[config.mk]
export PLATFORM = sky130hd
export DESIGN_NAME = sched_scanner
export DESIGN_NICKNAME = d
export VERILOG_FILES = /design/src/rtl/sched_pkg.sv /design/src/rtl/sched_first_find.sv /design/src/rtl/sched_advance.sv /design/src/rtl/sched_scanner.sv
export SDC_FILE = /design/constraint.sdc
export NUM_CORES = 1
export LEC_CHECK = 0
export BUFFER_PORTS_ARGS = -buffer_cell sky130_fd_sc_hd__clkbuf_2
export CAP_MARGIN = 15
export CORE_AREA = 5 5 161 163
export CTS_BUF_LIST = sky130_fd_sc_hd__clkbuf_8
export DETAILED_ROUTE_END_ITERATION = 8
export DIE_AREA = 0 0 166 168
export GPL_TIMING_DRIVEN = 1
export SLEW_MARGIN = 20
export SYNTH_ARGS = -nofsm -noshare
export SYNTH_HDL_FRONTEND = slang
export SYNTH_SLANG_ARGS = --single-unit
[constraint.sdc]
create_clock -name clk -period 6.6 [get_ports clk]
set_clock_uncertainty 0.15 [all_clocks]
set_input_delay 0.33 -clock clk [delete_from_list [all_inputs] [get_ports clk]]
set_output_delay 0.33 -clock clk [all_outputs]
set_load 0.005 [all_outputs]
[src/rtl/sched_pkg.sv]
package sched_pkg;
    typedef enum logic [1:0] {
        CLS_ISO   = 2'd0,
        CLS_INT   = 2'd1,
        CLS_ASYNC = 2'd2
    } sched_cls_e;

    typedef enum logic [1:0] {
        ST_WAIT   = 2'd0,
        ST_SEARCH = 2'd1,
        ST_HOLD   = 2'd2
    } sched_state_e;
endpackage

[src/rtl/sched_first_find.sv]
// Lowest set bit of an eligibility vector at or above a start index.
module sched_first_find #(
    parameter int SLOTS = 32,
    parameter int IDX_W = $clog2(SLOTS)
) (
    input  logic [SLOTS-1:0] elig,
    input  logic [IDX_W-1:0] from_idx,
    output logic             found,
    output logic [IDX_W-1:0] hit_idx
);
    logic [SLOTS-1:0] masked;

    always_comb begin
        masked  = elig & ({SLOTS{1'b1}} << from_idx);
        found   = |masked;
        hit_idx = '0;
        for (int i = SLOTS - 1; i >= 0; i--) begin
            if (masked[i]) hit_idx = IDX_W'(i);
        end
    end
endmodule

[src/rtl/sched_advance.sv]
// Cursor that follows the completion of the held slot.
module sched_advance
    import sched_pkg::*;
#(
    parameter int SLOTS = 32,
    parameter int IDX_W = $clog2(SLOTS)
) (
    input  sched_cls_e       cls,
    input  logic [IDX_W-1:0] slot,
    input  logic             link_en,
    input  logic             link_term,
    input  logic [IDX_W-1:0] link_ptr,
    output logic             stop,
    output sched_cls_e       nxt_cls,
    output logic [IDX_W-1:0] nxt_idx
);
    localparam logic [IDX_W-1:0] LAST = IDX_W'(SLOTS - 1);

    always_comb begin
        stop    = 1'b0;
        nxt_cls = cls;
        nxt_idx = slot + 1'b1;
        if (cls == CLS_ASYNC && link_en) begin
            stop    = link_term;
            nxt_idx = link_ptr;
        end else if (slot == LAST) begin
            nxt_idx = '0;
            unique case (cls)
                CLS_ISO:   nxt_cls = CLS_INT;
                CLS_INT:   nxt_cls = CLS_ASYNC;
                default:   stop    = 1'b1;
            endcase
        end
    end
endmodule

[src/rtl/sched_scanner.sv]
module sched_scanner
    import sched_pkg::*;
#(
    parameter int SLOTS = 32,
    parameter int IDX_W = $clog2(SLOTS)
) (
    input  logic                     clk,
    input  logic                     rst_n,
    input  logic                     frame_start,
    input  logic                     done,
    input  logic [SLOTS-1:0]         iso_valid,
    input  logic [SLOTS-1:0]         int_valid,
    input  logic [SLOTS-1:0]         async_valid,
    input  logic [SLOTS-1:0]         iso_skip,
    input  logic [SLOTS-1:0]         int_skip,
    input  logic [SLOTS-1:0]         async_skip,
    input  logic [SLOTS-1:0]         async_link_en,
    input  logic [SLOTS-1:0]         async_link_term,
    input  logic [SLOTS*IDX_W-1:0]   async_link_ptr,
    output logic                     sel_vld,
    output logic [1:0]               sel_class,
    output logic [IDX_W-1:0]         sel_slot,
    output logic                     idle
);
    localparam int NCLS = 3;

    sched_state_e     state_q, state_d;
    sched_cls_e       cur_cls_q, cur_cls_d, sel_cls_q, sel_cls_d;
    logic [IDX_W-1:0] cur_idx_q, cur_idx_d, sel_slot_q, sel_slot_d;

    // eligibility per class: valid and not skipped
    logic [NCLS*SLOTS-1:0] valid_all, skip_all;
    logic [SLOTS-1:0]      elig [NCLS];
    assign valid_all = {async_valid, int_valid, iso_valid};
    assign skip_all  = {async_skip, int_skip, iso_skip};

    for (genvar c = 0; c < NCLS; c++) begin : g_elig
        assign elig[c] = valid_all[c*SLOTS +: SLOTS] & ~skip_all[c*SLOTS +: SLOTS];
    end

    logic [SLOTS-1:0] scan_vec, held_vec;
    always_comb begin
        unique case (cur_cls_q)
            CLS_ISO: scan_vec = elig[0];
            CLS_INT: scan_vec = elig[1];
            default: scan_vec = elig[2];
        endcase
        unique case (sel_cls_q)
            CLS_ISO: held_vec = iso_valid & ~iso_skip;
            CLS_INT: held_vec = int_valid & ~int_skip;
            default: held_vec = async_valid & ~async_skip;
        endcase
    end

    logic             f_found;
    logic [IDX_W-1:0] f_idx;

    sched_first_find #(.SLOTS(SLOTS), .IDX_W(IDX_W)) u_find (
        .elig     (scan_vec),
        .from_idx (cur_idx_q),
        .found    (f_found),
        .hit_idx  (f_idx)
    );

    logic             adv_stop;
    sched_cls_e       adv_cls;
    logic [IDX_W-1:0] adv_idx;

    sched_advance #(.SLOTS(SLOTS), .IDX_W(IDX_W)) u_adv (
        .cls       (sel_cls_q),
        .slot      (sel_slot_q),
        .link_en   (async_link_en[sel_slot_q]),
        .link_term (async_link_term[sel_slot_q]),
        .link_ptr  (async_link_ptr[sel_slot_q*IDX_W +: IDX_W]),
        .stop      (adv_stop),
        .nxt_cls   (adv_cls),
        .nxt_idx   (adv_idx)
    );

    // state register
    always_ff @(posedge clk or negedge rst_n) begin
        if (!rst_n) begin
            state_q    <= ST_WAIT;
            cur_cls_q  <= CLS_ISO;
            cur_idx_q  <= '0;
            sel_cls_q  <= CLS_ISO;
            sel_slot_q <= '0;
        end else begin
            state_q    <= state_d;
            cur_cls_q  <= cur_cls_d;
            cur_idx_q  <= cur_idx_d;
            sel_cls_q  <= sel_cls_d;
            sel_slot_q <= sel_slot_d;
        end
    end

    // transitions
    always_comb begin
        state_d    = state_q;
        cur_cls_d  = cur_cls_q;
        cur_idx_d  = cur_idx_q;
        sel_cls_d  = sel_cls_q;
        sel_slot_d = sel_slot_q;
        if (frame_start) begin
            state_d   = ST_SEARCH;
            cur_cls_d = CLS_ISO;
            cur_idx_d = '0;
        end else begin
            unique case (state_q)
                ST_WAIT: ;
                ST_SEARCH: begin
                    if (f_found) begin
                        sel_cls_d  = cur_cls_q;
                        sel_slot_d = f_idx;
                        state_d    = ST_HOLD;
                    end else if (cur_cls_q == CLS_ASYNC) begin
                        state_d = ST_WAIT;
                    end else begin
                        cur_cls_d = (cur_cls_q == CLS_ISO) ? CLS_INT : CLS_ASYNC;
                        cur_idx_d = '0;
                    end
                end
                ST_HOLD: begin
                    if (done) begin
                        if (adv_stop) begin
                            state_d = ST_WAIT;
                        end else begin
                            state_d   = ST_SEARCH;
                            cur_cls_d = adv_cls;
                            cur_idx_d = adv_idx;
                        end
                    end
                end
                default: state_d = ST_WAIT;
            endcase
        end
    end

    // outputs
    always_comb begin
        sel_vld   = (state_q == ST_HOLD);
        idle      = (state_q == ST_WAIT);
        sel_class = sel_cls_q;
        sel_slot  = sel_slot_q;
    end

    // lowest class permitted for the next selection in this pass
    sched_cls_e cls_floor_q;
    always_ff @(posedge clk or negedge rst_n) begin
        if (!rst_n)                cls_floor_q <= CLS_ISO;
        else if (frame_start)      cls_floor_q <= CLS_ISO;
        else if (sel_vld && done)  cls_floor_q <= sel_cls_q;
    end

    assert_class_order_R2: assert property (@(posedge clk) disable iff (!rst_n)
        sel_vld |-> (sel_class >= cls_floor_q));

    // R5 also covered: held slot must be valid and unskipped
    assert_no_skip_R4: assert property (@(posedge clk) disable iff (!rst_n)
        sel_vld |-> held_vec[sel_slot]);

    assert_hold_stable_R6: assert property (@(posedge clk) disable iff (!rst_n)
        (sel_vld && !done && !frame_start) |=> (sel_vld && $stable(sel_class) && $stable(sel_slot)));

    assert_term_end_R8: assert property (@(posedge clk) disable iff (!rst_n)
        (sel_vld && done && !frame_start && sel_class == 2'd2
         && async_link_en[sel_slot] && async_link_term[sel_slot]) |=> idle);

    assert_excl_R10: assert property (@(posedge clk) disable iff (!rst_n)
        !(sel_vld && idle));

    assert_restart_R11: assert property (@(posedge clk) disable iff (!rst_n)
        frame_start |=> (!idle && !sel_vld));
endmodule

== After elaboration in Yosys (flattened, before gate mapping) ==
Cells that the tools add are included.

* Register bits after elaboration: 16
* Output and inout port bits: 9
* Word-level logic and storage cells: 105

* Add/subtract/negate cells: 1
* $mul: 1
* $lt $le $gt $ge: 1
* Eq/ne operators: 13
* Shift-type cells: 2
* Muxes and demuxes: 64
* Bitwise operators: 8
* Reduce and logical (&&, ||, !) cells: 10

{| class="wikitable"
|+ Operator list
! cell !! number
|-
| two-way mux 5 bit || 39
|-
| indexed part select 160 x 9 -> 5 bit || 1
|-
| bitwise AND 32 bit || 4
|-
| inverter 32 bit || 3
|-
| case mux 32 bit (2 select lines) || 1
|-
| OR reduction 32 bit || 1
|-
| left shift 32 x 5 -> 32 bit, first input constant || 1
|-
| two-way mux 2 bit || 12
|-
| != test 3 bit, second input constant || 4
|-
| binary-select mux 1 bit (select 5 bit) || 2
|-
| case mux 5 bit (2 select lines) || 1
|-
| multiplier 5 x 3 -> 8 bit, second input constant || 1
|-
| case mux 2 bit (2 select lines) || 2
|-
| == test 2 x 1 -> 1 bit, second input constant || 3
|-
| == test 2 bit, second input constant || 3
|-
| zero test 2 bit || 3
|-
| less-than comparator 5 x 6 -> 1 bit, second input constant || 1
|-
| two-way mux 1 bit || 6
|-
| case mux 2 bit (3 select lines) || 1
|-
| AND reduction 3 bit || 2
|-
| adder 5 x 1 -> 5 bit, second input constant || 1
|-
| == test 5 bit, second input constant || 1
|-
| AND reduction 5 bit || 1
|-
| != test 4 bit, second input constant || 1
|-
| other kinds (5) || 5
|}

== Depth between registers and ports, before layout ==
Gate-level depths: netlist of the first run.

* Depth in word-level cells: 36
* Gate-level depth with buffers: 12

== Cells and area by module ==
A second synthesis of the first run with hierarchy kept.

* Cell total of the unflattened synthesis: 536
* Area total of the unflattened synthesis: 4,742.0 um2

{| class="wikitable"
|+ Modules (own cells, without submodules)
! module !! instances !! cells an instance !! area each (um2)
|-
| sched_scanner || 1 || 352 || 3,537.1
|-
| sched_first_find || 1 || 156 || 954.7
|-
| sched_advance || 1 || 28 || 250.2
|}

== Worst setup path after synthesis of the first run ==
Ideal clock, no wire load.

* Path kind: flip-flop to flip-flop
* Start point: register sel_slot_q[0] (netlist: sel_slot[0])
* End point: register cur_idx_q[3]
* Setup time: 0.095 ns
* Data arrival time: 2.787 ns
* Setup slack: 3.568 ns
* Stages on the path, launching flop included: 12
* Cells stage by stage: dfrtp_1 buf_6 buf_12 mux4_2 mux4_2 nand3_2 and2_4 buf_8 mux2i_1 mux2_2 or4_1 o31ai_1

* Cells in the longest elaborated chain, start to end: 8
* Elaborated cells between the ends (all ways): 19
* Those cells by class: add/sub: 1; mul: 1; eq/ne: 2; shift: 1; mux: 12; reduce/logical: 2

{| class="wikitable"
|+ Ends and longest elaborated chain
! item !! RTL line !! RTL
|-
| start: declaration || sched_scanner.sv:29 || <nowiki>logic [IDX_W-1:0] cur_idx_q, cur_idx_d, sel_slot_q, sel_slot_d;</nowiki>
|-
| start signal: assignment || sched_scanner.sv:93 || <nowiki>sel_slot_q <= sel_slot_d;</nowiki>
|-
| parallel branches: the longest is 8 deep, another holds multiplier 5 x 3 -> 8 bit || -- ||
|-
| end signal: assignment || sched_scanner.sv:91 || <nowiki>cur_idx_q <= cur_idx_d;</nowiki>
|-
| end: declaration || sched_scanner.sv:29 ||
|}

Several ways; the timed one is not identified. The select of a mux whose other input is x is not followed.
A chain may end at the register's enable or synchronous reset.

== Worst setup path in the final report of the first run ==
* Start point: register cur_cls_q[0]
* End point: register cur_idx_q[2]

* Cells in the longest elaborated chain, start to end: 6
* Elaborated cells between the ends (all ways): 9
* Those cells by class: eq/ne: 4; mux: 1; bitwise: 1; reduce/logical: 3

{| class="wikitable"
|+ Ends and longest elaborated chain
! item !! RTL line !! RTL
|-
| start: declaration || sched_scanner.sv:28 || <nowiki>sched_cls_e cur_cls_q, cur_cls_d, sel_cls_q, sel_cls_d;</nowiki>
|-
| start signal: assignment || sched_scanner.sv:90 || <nowiki>cur_cls_q <= cur_cls_d;</nowiki>
|-
| == test 2 x 1 -> 1 bit / zero test 2 bit (equally long branches) || sched_scanner.sv:43 || <nowiki>unique case (cur_cls_q)</nowiki>
|-
| case mux 32 bit (2 select lines) || sched_scanner.sv:43 ||
|-
| bitwise AND 32 bit || sched_first_find.sv:14 || <nowiki>masked = elig & ({SLOTS{1'b1}} << from_idx);</nowiki>
|-
| OR reduction 32 bit || sched_first_find.sv:15 || <nowiki>found = |masked;</nowiki>
|-
| != test 3 bit (no source line) || -- ||
|-
| AND reduction 5 bit (no source line) * || -- ||
|}

Every way passes the cells marked *; elsewhere a longest branch is shown, timed or not.

==> results of run 1 <==
-- cells by family (layout without fill, tap and decap cells) --
| logic type | Yosys count | after routing | synth area share [%] |
|---|---|---|---|
| and+or+nand+nor | 182 | 182 | 23.7 |
| AOI/OAI and AO/OA | 164 | 164 | 22.7 |
| muxes | 84 | 84 | 34.4 |
| buffers and inverters | 84 | 480 | 8.58 |
| DFF | 16 | 16 | 8.37 |
| adders and majority gates | 8 | 8 | 2.09 |
| xor gates and xnor gates | 1 | 1 | 0.183 |
| other | 0 | 2 | 0 |
-- synthesized netlist by cell type (5+ instances only) --
cell type / number
mux4_2: 60
o21ai_0: 41
inv_1: 39
a21oi_1: 35
nand3b_1: 24
buf_2: 23
nand2b_1: 22
nand2_1: 20
nor2_1: 20
nor2b_1: 20
dfrtp_1: 16
mux2i_1: 16
nand3_1: 12
a31oi_1: 11
nor3b_1: 10
o211ai_1: 10
buf_4: 8
ha_1: 8
o311ai_0: 8
or3b_2: 8
nand4_1: 7
a221oi_1: 6
and3_1: 6
clkbuf_1: 6
nor3_1: 6
or4_1: 6
a22oi_1: 5
mux2_2: 5
o22ai_1: 5
o31ai_1: 5
-- worst paths after layout --
path	from	endpoint	slack [ns]	cells past startpoint
max	cur_cls_q[0]	cur_idx_q[2]	2.53	9
min	frame_start	cur_idx_q[1]	0.27	2
max reg2reg	cur_cls_q[0]	cur_idx_q[2]	2.53	9
min reg2reg	state_q[1]	state_q[1]	0.45	2
max in group asynchronous	rst_n	sel_slot[0]	5.51	2
min in group asynchronous	rst_n	sel_slot[4]	0.45	2
-- layout make-up --
| cell class | count | area (µm²) |
|---|---|---|
| Sequential cell | 16 | 408 |
| Antenna cell | 2 | 5.00 |
| Inverter | 39 | 146 |
| Clock buffer | 4 | 55.1 |
| Tap cell | 324 | 405 |
| Fill cell | 2659 | 17000 |
| Timing Repair Buffer | 437 | 2210 |
| Multi-Input combinational cell | 439 | 3970 |
-- flip-flops by register name, summed over array words and instances, names as in the netlist --
register / flops
state_q: 2
cur_idx_q: 5
sel_slot: 5
cur_cls_q: 2
sel_class: 2
-- metal layers --
metal	wire [µm]	up-vias
li1	-	2956
met1	9710	2857
met2	14100	330
met3	1970	30
met4	632	2
met5	13	-
-- layout by cell type, fill, tap and decap left out, types with 6 or more instances in the layout --
cell      count
nand4_1       7
mux4_2       60
nor3b_1      10
o311ai_0      8
mux2i_1      16
and3_1        6
nand2_1      20
o211ai_1     10
a31oi_1      11
ha_1          8
nor2_1       20
or3b_2        8
nand3_1      12
nor2b_1      20
buf_4         8
nand3b_1     24
a21oi_1      35
o21ai_0      41
or4_1         6
dfrtp_1      12
nand2b_1     22
nor3_1        6
inv_1        39
clkbuf_2    428
a221oi_1      6
-- metrics by stage --
stage	worst slack, ns	utilization [%]
6_report	2.53	29.8
2_1_floorplan	3.57	-
3_3_place_gp	2.67	29.5
4_1_cts	2.59	29.8
3_5_place_dp	2.60	29.5
5_1_grt	2.25	29.8
-- critical path: stages (launching register included) --
cell and delay (ns):
dfrtp_2 0.62, buf_4 0.39, nor2b_1 0.52, a22oi_1 0.19
and3_1 0.23, or4_1 0.55, nor4_4 0.32, a31oi_1 0.31
or4_1 0.54, a21oi_1 0.15
-- power by group through the flow --
stage / logic [mW] / registers [mW] / clock network, mW
3_3_place_gp: 1.25 / 0.184 / 0
3_5_place_dp: 1.25 / 0.185 / 0
6_report: 1.23 / 0.182 / 0.0889
4_1_cts: 1.26 / 0.183 / 0.0904
2_1_floorplan: 0.925 / 0.140 / 0
5_1_grt: 1.34 / 0.192 / 0.0952
-- repair_timing --
item,4_1_cts,5_1_grt
buffers inserted,0,0
hold buffers,1,0
endpoints found under the hold margin,16,0
==> results.py, run 1 <==
metrics = {
    "timing": {
        "hold_violations": 0,
        "rsz0062_at_grt": "false",
        "tightest_slew_ns": 0.851,
        "hold_ws_ns": 0.275,
        "setup_viol": 0,
        "fin_setup_tns_ns": 0,
        "min_period_ns": 4.07,
        "relSlewSlack_pct": 43.2,
        "slew_violations": 0,
        "fmax_mhz": 246,
        "period_share_pct": 61.6,
    },
    "pwr": {
        "power.internal_mw": 0.826,
        "peakVddDrop_uv": 163,
        "total_power_mw": 1.50,
        "p_leak_nw": 3.46,
        "p_sw_share_pct": 45.0,
        "seqPwrFrac_pct": 12.1,
        "power.switching_mw": 0.676,
        "pwr-share-comb_pct": 82.0,
        "pwr-share-clk_pct": 5.9,
        "powerDensity_mw_per_mm2": 208,
    },
    "synth": {
        "synth.largest_area_cell": "mux4_2",
        "synth_edf_count": 0,
        "synth.distinct_cells": 70,
        "synth.cell_area_mm2": 0.00478,
        "synth_fp_nets": 967,
        "async_reset_ff_share_pct": 100,
        "synth_top_area_share_pct": 28.3,
        "yosys_register_bits": 16,
        "yosysWarnings": 0,
        "synth.area.top_cells": "mux4_2, dfrtp_1, o21ai_0",
        "synth-seq-area-share_pct": 8.37,
        "synth_ff_type": "dfrtp_1",
        "syn_area_per_cell_um2": 8.87,
        "synthCells": 539,
    },
    "route": {
        "drt_wl_total_um": 26400,
        "drt_iter0_drc": 325,
        "final_antenna_net_count": 0,
        "wl_per_cell_um": 20.9,
        "viasPerCell": 4.90,
        "drt_first_pass_iters": 5,
        "drc": 0,
        "vias": 6175,
    },
    "place": {
        "placed_cell_area_mm2": 0.00713,
        "placed_cells": 1254,
        "dp_hpwl_um": 23200,
        "portBuffers": 428,
        "gp_congestion": 0.907,
    },
    "grt": {
        "antenna_found_initial": 4,
        "grt_pass1_wl_um": 38600,
        "grtUsageMet3_pct": 3.47,
        "met1_usage_pct": 19.6,
        "grt_busiest_layer": "met2",
        "grt.total_usage_pct": 17.7,
        "grt.met2_usage_pct": 34.3,
        "grt_pass1_vias": 6625,
        "grt_max_degree": 53,
        "overflow": 0,
    },
    "clock_tree": {
        "clkLatencyLatePin_ns": 0.25,
        "clock-sinks": 16,
        "cts.path.max_buffers": 2,
        "cts-resized-gates": 0,
        "numCtsBuffers": 3,
        "cts_tree": "built",
        "clkSlewWorstSetupHoldPaths_ns": 0.07,
        "h-tree-depth": 1,
        "root_buffer": "clkbuf_8",
    },
    "run": {
        "max_cap_violations": 0,
    },
    "setup_path": {
        "path_class": "flip-flop to flip-flop",
        "critPathCaptureType": "flip-flop",
        "startpoint_type": "flip-flop",
        "cp.required_ns": 6.62,
        "critPathMaxFanout": 31,
        "arrival_ns": 4.09,
    },
    "finish": {
        "areaGrowthSynthToFinish_pct": 50.6,
        "postLayoutCellArea_mm2": 0.00720,
        "layout.nets": 1364,
        "drive_above_1_share_pct": 55.9,
        "layout.cells.non_filler": 1261,
    },
    "floorplan": {
        "start_util_pct": 19.8,
        "die_h_um": 168,
        "row_count": 57,
        "io_pins": 429,
        "die-area_mm2": 0.0279,
        "core_mm2": 0.0242,
        "die_w_um": 166,
    },
    "min_path": {
        "hold_path.class": "input pin to flip-flop",
    },
    "outcome": {
        "status": "finished clean",
    },
}
Power figures use the tool's default switching activity.
==> inputs of run 2 (changes only) <==
==> constraint.sdc (replaced) <==
create_clock -name clk -period 3.51 [get_ports clk]
set_clock_uncertainty 0.15 [all_clocks]
set_input_delay 0.1755 -clock clk [delete_from_list [all_inputs] [get_ports clk]]
set_output_delay 0.1755 -clock clk [all_outputs]
set_load 0.005 [all_outputs]
==> run 2 against run 1 <==
Utilization rose by 1.0 points. Sequential power rose by 99%. Sequential share of layout area shrank 0.15 points. Largest cell class unchanged. Worst setup slack got worse by 2.3 ns. Sequential cell count is the same. Clock-buffer cell count did not move. Global-route usage is 0.21 points higher. Final area is 3.4% higher. Critical path type unchanged. Power rose by 94%.
==> results.py, run 2 (synthesis gave the netlist of run 1 again) <==
metrics = {
    "finish": {
        "drive_above_1_share_pct": 57.6,
        "fin_util_pct": 30.8,
        "num-fill-cells": 2581,
        "areaGrowthSynthToFinish_pct": 55.7,
        "layout_commonest_cell": "clkbuf_2",
        "layout.cells.non_filler": 1288,
        "mostFrequentLayoutCells": "clkbuf_2, mux4_2, o21ai_0",
        "layout.nets": 1390,
    },
    "place": {
        "portBuffers": 428,
        "dp_hpwl_um": 23800,
        "place_ws_ns": 0.114,
        "gp_congestion": 0.930,
        "placed_cells": 1280,
    },
    "grt": {
        "overflow": 0,
        "grt.total_usage_pct": 18.0,
        "antenna_found_initial": 5,
        "grt_max_degree": 38,
        "grt_pass1_vias": 6856,
        "grt_pass1_wl_um": 39200,
    },
    "route": {
        "drt_iter0_drc": 320,
        "vias": 6299,
        "drc": 0,
        "drt_first_pass_iters": 6,
        "viasPerCell": 4.89,
        "final_antenna_net_count": 0,
        "drt_wl_total_um": 26600,
        "wl_per_cell_um": 20.7,
    },
    "clock_tree": {
        "numCtsBuffers": 3,
        "h-tree-depth": 1,
        "cts_tree": "built",
        "root_buffer": "clkbuf_8",
        "cts.path.max_buffers": 2,
        "clkLatencyLatePin_ns": 0.25,
        "clkSlewWorstSetupHoldPaths_ns": 0.07,
        "clock-sinks": 16,
        "post_cts_buffers": 0,
    },
    "pwr": {
        "seqPwrFrac_pct": 12.5,
        "pwr-share-clk_pct": 5.7,
        "p_sw_share_pct": 44.2,
        "peakVddDrop_uv": 293,
        "p_leak_nw": 3.60,
        "powerDensity_mw_per_mm2": 392,
        "power.internal_mw": 1.63,
        "pwr-share-comb_pct": 81.9,
        "power.switching_mw": 1.29,
    },
    "min_path": {
        "worstHoldPathCells": 2,
        "timing.hold.worst.start": "frame_start",
        "hold_path_end": "cur_idx_q[0]",
        "hold_path.class": "input pin to flip-flop",
    },
    "setup_path": {
        "worstReg2RegEnd": "cur_idx_q[2]",
        "cpMaxStageDelayCell": "dfrtp_4",
        "reg2reg_from": "sel_slot[0]",
        "cp_num_buf_inv": 0,
        "startpoint_type": "flip-flop",
        "cp.required_ns": 3.53,
        "arrival_ns": 3.31,
        "regToRegSetupSlack_ns": 0.22,
        "reg2reg_depth": 8,
        "critPathMostFrequentCell": "a21oi_1",
        "critPathTopFamily": "compound AO/OA/AOI/OAI gates",
        "crit_chain": "mux4_1 > o221ai_1 > a211o_1 > and2_4 > o31ai_1 > a21oi_1 > or4_1 > a21oi_1",
        "critPathCaptureType": "flip-flop",
        "path_class": "flip-flop to flip-flop",
        "slowest_delay_ns": 0.62,
        "critPathMaxFanout": 17,
    },
    "floorplan": {
        "row_count": 57,
        "io_pins": 429,
        "die_w_um": 166,
        "die-area_mm2": 0.0279,
        "core_mm2": 0.0242,
        "die_h_um": 168,
        "start_util_pct": 19.8,
    },
    "timing": {
        "period_share_pct": 93.7,
        "setup_slack_ns": 0.222,
        "fin_setup_tns_ns": 0,
        "hold_violations": 0,
        "min_period_ns": 3.29,
        "relSlewSlack_pct": 49.7,
        "setup_viol": 0,
        "fmax_mhz": 304,
        "slew_violations": 0,
        "rsz0062_at_grt": "false",
        "tightest_slew_ns": 0.745,
    },
    "run": {
        "max_cap_violations": 0,
    },
    "outcome": {
        "status": "finished clean",
    },
}
run 2: cell types whose count changed in the layout (fill, tap and decap cells not counted), sizes merged:
cell	change
buf	+26
diode	+1
run 2: per-layer routing:
| metal | share of wire [%] | global-route usage [%] | wire length [µm] |
|---|---|---|---|
| met1 | 38 | 20.5 | 10000 |
| met2 | 54 | 34.9 | 14300 |
| met3 | 7.2 | 3.00 | 1910 |
| met4 | 1.6 | 3.84 | 422 |
| met5 | 0.071 | 0 | 19 |
run 2: metrics by stage:
step / area, µm² / hold WS (ns) / power, mW
2_1_floorplan: 4780 / -0.270 / 2.00
3_3_place_gp: 7350 / -0.0194 / 2.78
3_5_place_dp: 7350 / -0.0194 / 2.80
4_1_cts: 7420 / 0.0802 / 2.97
5_1_grt: 7450 / 0.116 / 3.16
6_report: 7450 / 0.0874 / 2.92
run 2: worst max-delay path by stage:
stage	end	start	cells after the start
final	cur_idx_q[2]	sel_slot[0]	8
after global routing	cur_idx_q[2]	cur_cls_q[0]	9
after global placement	cur_idx_q[0]	sel_slot[0]	8
after CTS	cur_idx_q[0]	cur_idx_q[2]	8
after detailed placement	cur_idx_q[0]	cur_idx_q[2]	8
after floorplan	cur_idx_q[3]	sel_slot[0]	11
run 2: area by class of cell:
cell class / instances / area (µm²) / area share [%]
diodes: 3 / 7.51 / 0.101
clock buffers: 4 / 55.1 / 0.739
inverters: 39 / 146 / 1.97
multi-input cells: 439 / 3990 / 53.6
flip-flops and latches: 16 / 410 / 5.51
well taps: 324 / 405 / 5.44
repair buffers: 463 / 2430 / 32.7
run 2: repair_timing:
action                                 in CTS  in global routing
resized for setup                           0                  5
hold buffers                                1                  0
setup endpoints to repair                   0                  6
endpoints found under the hold margin      16                  0
run 2: power by group through the flow:
stage / clock (mW) / combinational (mW) / sequential (mW)
after floorplan: 0 / 1.74 / 0.264
after global placement: 0 / 2.42 / 0.363
after detailed placement: 0 / 2.43 / 0.371
after CTS: 0.168 / 2.43 / 0.367
after global routing: 0.179 / 2.60 / 0.381
final: 0.165 / 2.39 / 0.363
==> inputs of run 3 (changes only) <==
==> constraint.sdc (replaced) <==
create_clock -name clk -period 2.8 [get_ports clk]
set_clock_uncertainty 0.15 [all_clocks]
set_input_delay 0.14 -clock clk [delete_from_list [all_inputs] [get_ports clk]]
set_output_delay 0.14 -clock clk [all_outputs]
set_load 0.01 [all_outputs]
==> run 3 against run 2 <==
Power increased by 54%. The flow now finishes with violations (setup timing). Die area unchanged. Sequential cell count stayed put. Non-clock buffer count is 116 higher. Clock-buffer cell count fell by 1.
==> results.py, run 3 (synthesis gave the netlist of run 1 again) <==
metrics = {
    "finish": {
        "areaGrowthSynthToFinish_pct": 85.4,
        "mostFrequentLayoutCells": "clkbuf_2, buf_4, mux4_2",
        "layout.cells.non_filler": 1404,
        "layout.nets": 1506,
        "layout_commonest_cell": "clkbuf_2",
        "drive_above_1_share_pct": 67.9,
        "num-fill-cells": 2555,
        "multi_input_area_mm2": 0.00438,
        "seqCellArea_um2": 414,
    },
    "place": {
        "dp_hpwl_um": 23700,
        "placed_cells": 1362,
        "gp_congestion": 0.936,
        "portBuffers": 428,
    },
    "route": {
        "drt_iter0_drc": 213,
        "vias": 6739,
        "drt_first_pass_iters": 4,
        "drc": 0,
        "drt_wl_total_um": 27600,
        "final_antenna_net_count": 0,
        "wl_per_cell_um": 19.6,
        "viasPerCell": 4.80,
    },
    "setup_path": {
        "critPathTopFamily": "compound AO/OA/AOI/OAI gates",
        "cp.required_ns": 2.82,
        "slowest_delay_ns": 0.52,
        "critPathCaptureType": "flip-flop",
        "startpoint_type": "flip-flop",
        "path_class": "flip-flop to flip-flop",
        "crit_chain": "buf_6 > buf_4 > mux4_2 > a211oi_1 > a211o_1 > and2_4 > buf_4 > o31ai_4 > a21oi_4 > or4_4 > a21oi_2",
        "cpMaxStageDelayCell": "or4_4",
        "cp_num_buf_inv": 3,
        "arrival_ns": 3.09,
        "regToRegSetupSlack_ns": -0.27,
        "critPathMostFrequentCell": "buf_4",
        "critPathMaxFanout": 5,
    },
    "floorplan": {
        "row_count": 57,
        "io_pins": 429,
        "die_h_um": 168,
        "core_mm2": 0.0242,
        "start_util_pct": 19.8,
        "die-area_mm2": 0.0279,
        "die_w_um": 166,
    },
    "timing": {
        "setup_slack_ns": -0.265,
        "relSlewSlack_pct": 62.7,
        "fmax_mhz": 326,
        "min_period_ns": 3.07,
        "hold_violations": 0,
        "rsz0062_at_grt": "true",
        "tightest_slew_ns": 0.559,
        "setup_viol": 14,
        "period_share_pct": 109,
        "slew_violations": 0,
    },
    "clock_tree": {
        "clkLatencyLatePin_ns": 0.25,
        "h-tree-depth": 1,
        "clock-sinks": 16,
        "cts.path.max_buffers": 2,
        "root_buffer": "clkbuf_8",
        "cts_tree": "built",
        "numCtsBuffers": 3,
        "clkSlewWorstSetupHoldPaths_ns": 0.07,
    },
    "grt": {
        "grt_pass1_vias": 7407,
        "antenna_found_initial": 4,
        "grt_pass1_wl_um": 40600,
        "grt_max_degree": 37,
        "overflow": 0,
        "grt.total_usage_pct": 18.2,
    },
    "pwr": {
        "total_power_mw": 4.50,
        "peakVddDrop_uv": 394,
        "power.internal_mw": 2.61,
        "pwr-share-comb_pct": 87.4,
        "p_leak_nw": 4.31,
        "seqPwrFrac_pct": 8.6,
        "power.switching_mw": 1.89,
        "p_sw_share_pct": 41.9,
        "pwr-share-clk_pct": 4.0,
        "powerDensity_mw_per_mm2": 507,
    },
    "outcome": {
        "violations": "setup timing",
        "status": "finished, violations left",
    },
    "run": {
        "max_cap_violations": 0,
    },
    "min_path": {
        "hold_path.class": "input pin to flip-flop",
    },
}
## run 3: cell count changes in the layout (fill, tap and decap cells not counted), moves of 6 or more
cell and change:
buf_4 +90, buf_6 +18, o21ai_0 -10, a21oi_1 -8
a21oi_2 +7, o21ai_1 +7, a221oi_1 -6, a221oi_2 +6
o311ai_0 -6
## run 3: cell type report
type / instances / area share [%]
Multi-Input combinational cell: 439 / 49.4
Timing Repair Buffer: 579 / 39.1
Sequential cell: 16 / 4.67
Tap cell: 324 / 4.57
Inverter: 39 / 1.68
Clock buffer: 3 / 0.466
Antenna cell: 4 / 0.113
## run 3: through the flow
| stage | setup slack, ns | TNS [ns] | util, % | hold WS [ns] | area [µm²] |
|---|---|---|---|---|---|
| finish | -0.265 | -2.44 | 36.7 | 0.0846 | 8870 |
| global route | -0.348 | -3.66 | 36.7 | 0.111 | 8870 |
| CTS | -0.294 | -3.51 | 34.8 | 0.0804 | 8410 |
| detailed placement | -0.490 | -5.25 | 33.2 | -0.0462 | 8020 |
| global placement | -0.472 | -4.79 | 33.2 | -0.0643 | 8020 |
| floorplan | -0.187 | -0.820 | - | -0.306 | 4800 |
## run 3: power groups by stage
stage          Sequential [mW]  Clock (mW)  Combinational, mW
2_1_floorplan            0.345           0               2.19
3_5_place_dp             0.416           0               3.48
3_3_place_gp             0.412           0               3.45
5_1_grt                  0.395       0.188               4.26
4_1_cts                  0.397       0.178               3.70
6_report                 0.387       0.178               3.93
## run 3: worst paths after layout
check,from,end,cells past startpoint
setup reg to reg,sel_slot[0],cur_idx_q[2],11
min in group asynchronous,rst_n,sel_class[0],2
setup / recovery,sel_slot[0],cur_idx_q[2],11
hold / removal,frame_start,cur_idx_q[2],2
max in group asynchronous,rst_n,cur_cls_q[0],2
hold reg to reg,state_q[0],state_q[0],2
## run 3: worst register-to-register path, cell delays in order, from the launching register on
cell and delay (ns):
dfrtp_4 0.50, buf_6 0.14, buf_4 0.15, mux4_2 0.32
a211oi_1 0.05, a211o_1 0.33, and2_4 0.20, buf_4 0.14
o31ai_4 0.25, a21oi_4 0.12, or4_4 0.52, a21oi_2 0.12
## run 3: routing by layer
metal | global-route usage (%) | part of all wire, %
met3 | 2.46 | 5.6
met2 | 35.9 | 56
met1 | 20.2 | 37
met5 | 0 | 0
met4 | 5.13 | 1.6
## run 3: timing repair
action                                 CTS  global route
gates resized for setup                 52            74
endpoints found under the hold margin   16             0
gates cloned                             1             1
hold buffers                             1             0
pin swaps                               23            46
setup endpoints to repair               15            16
buffers inserted                        15            20
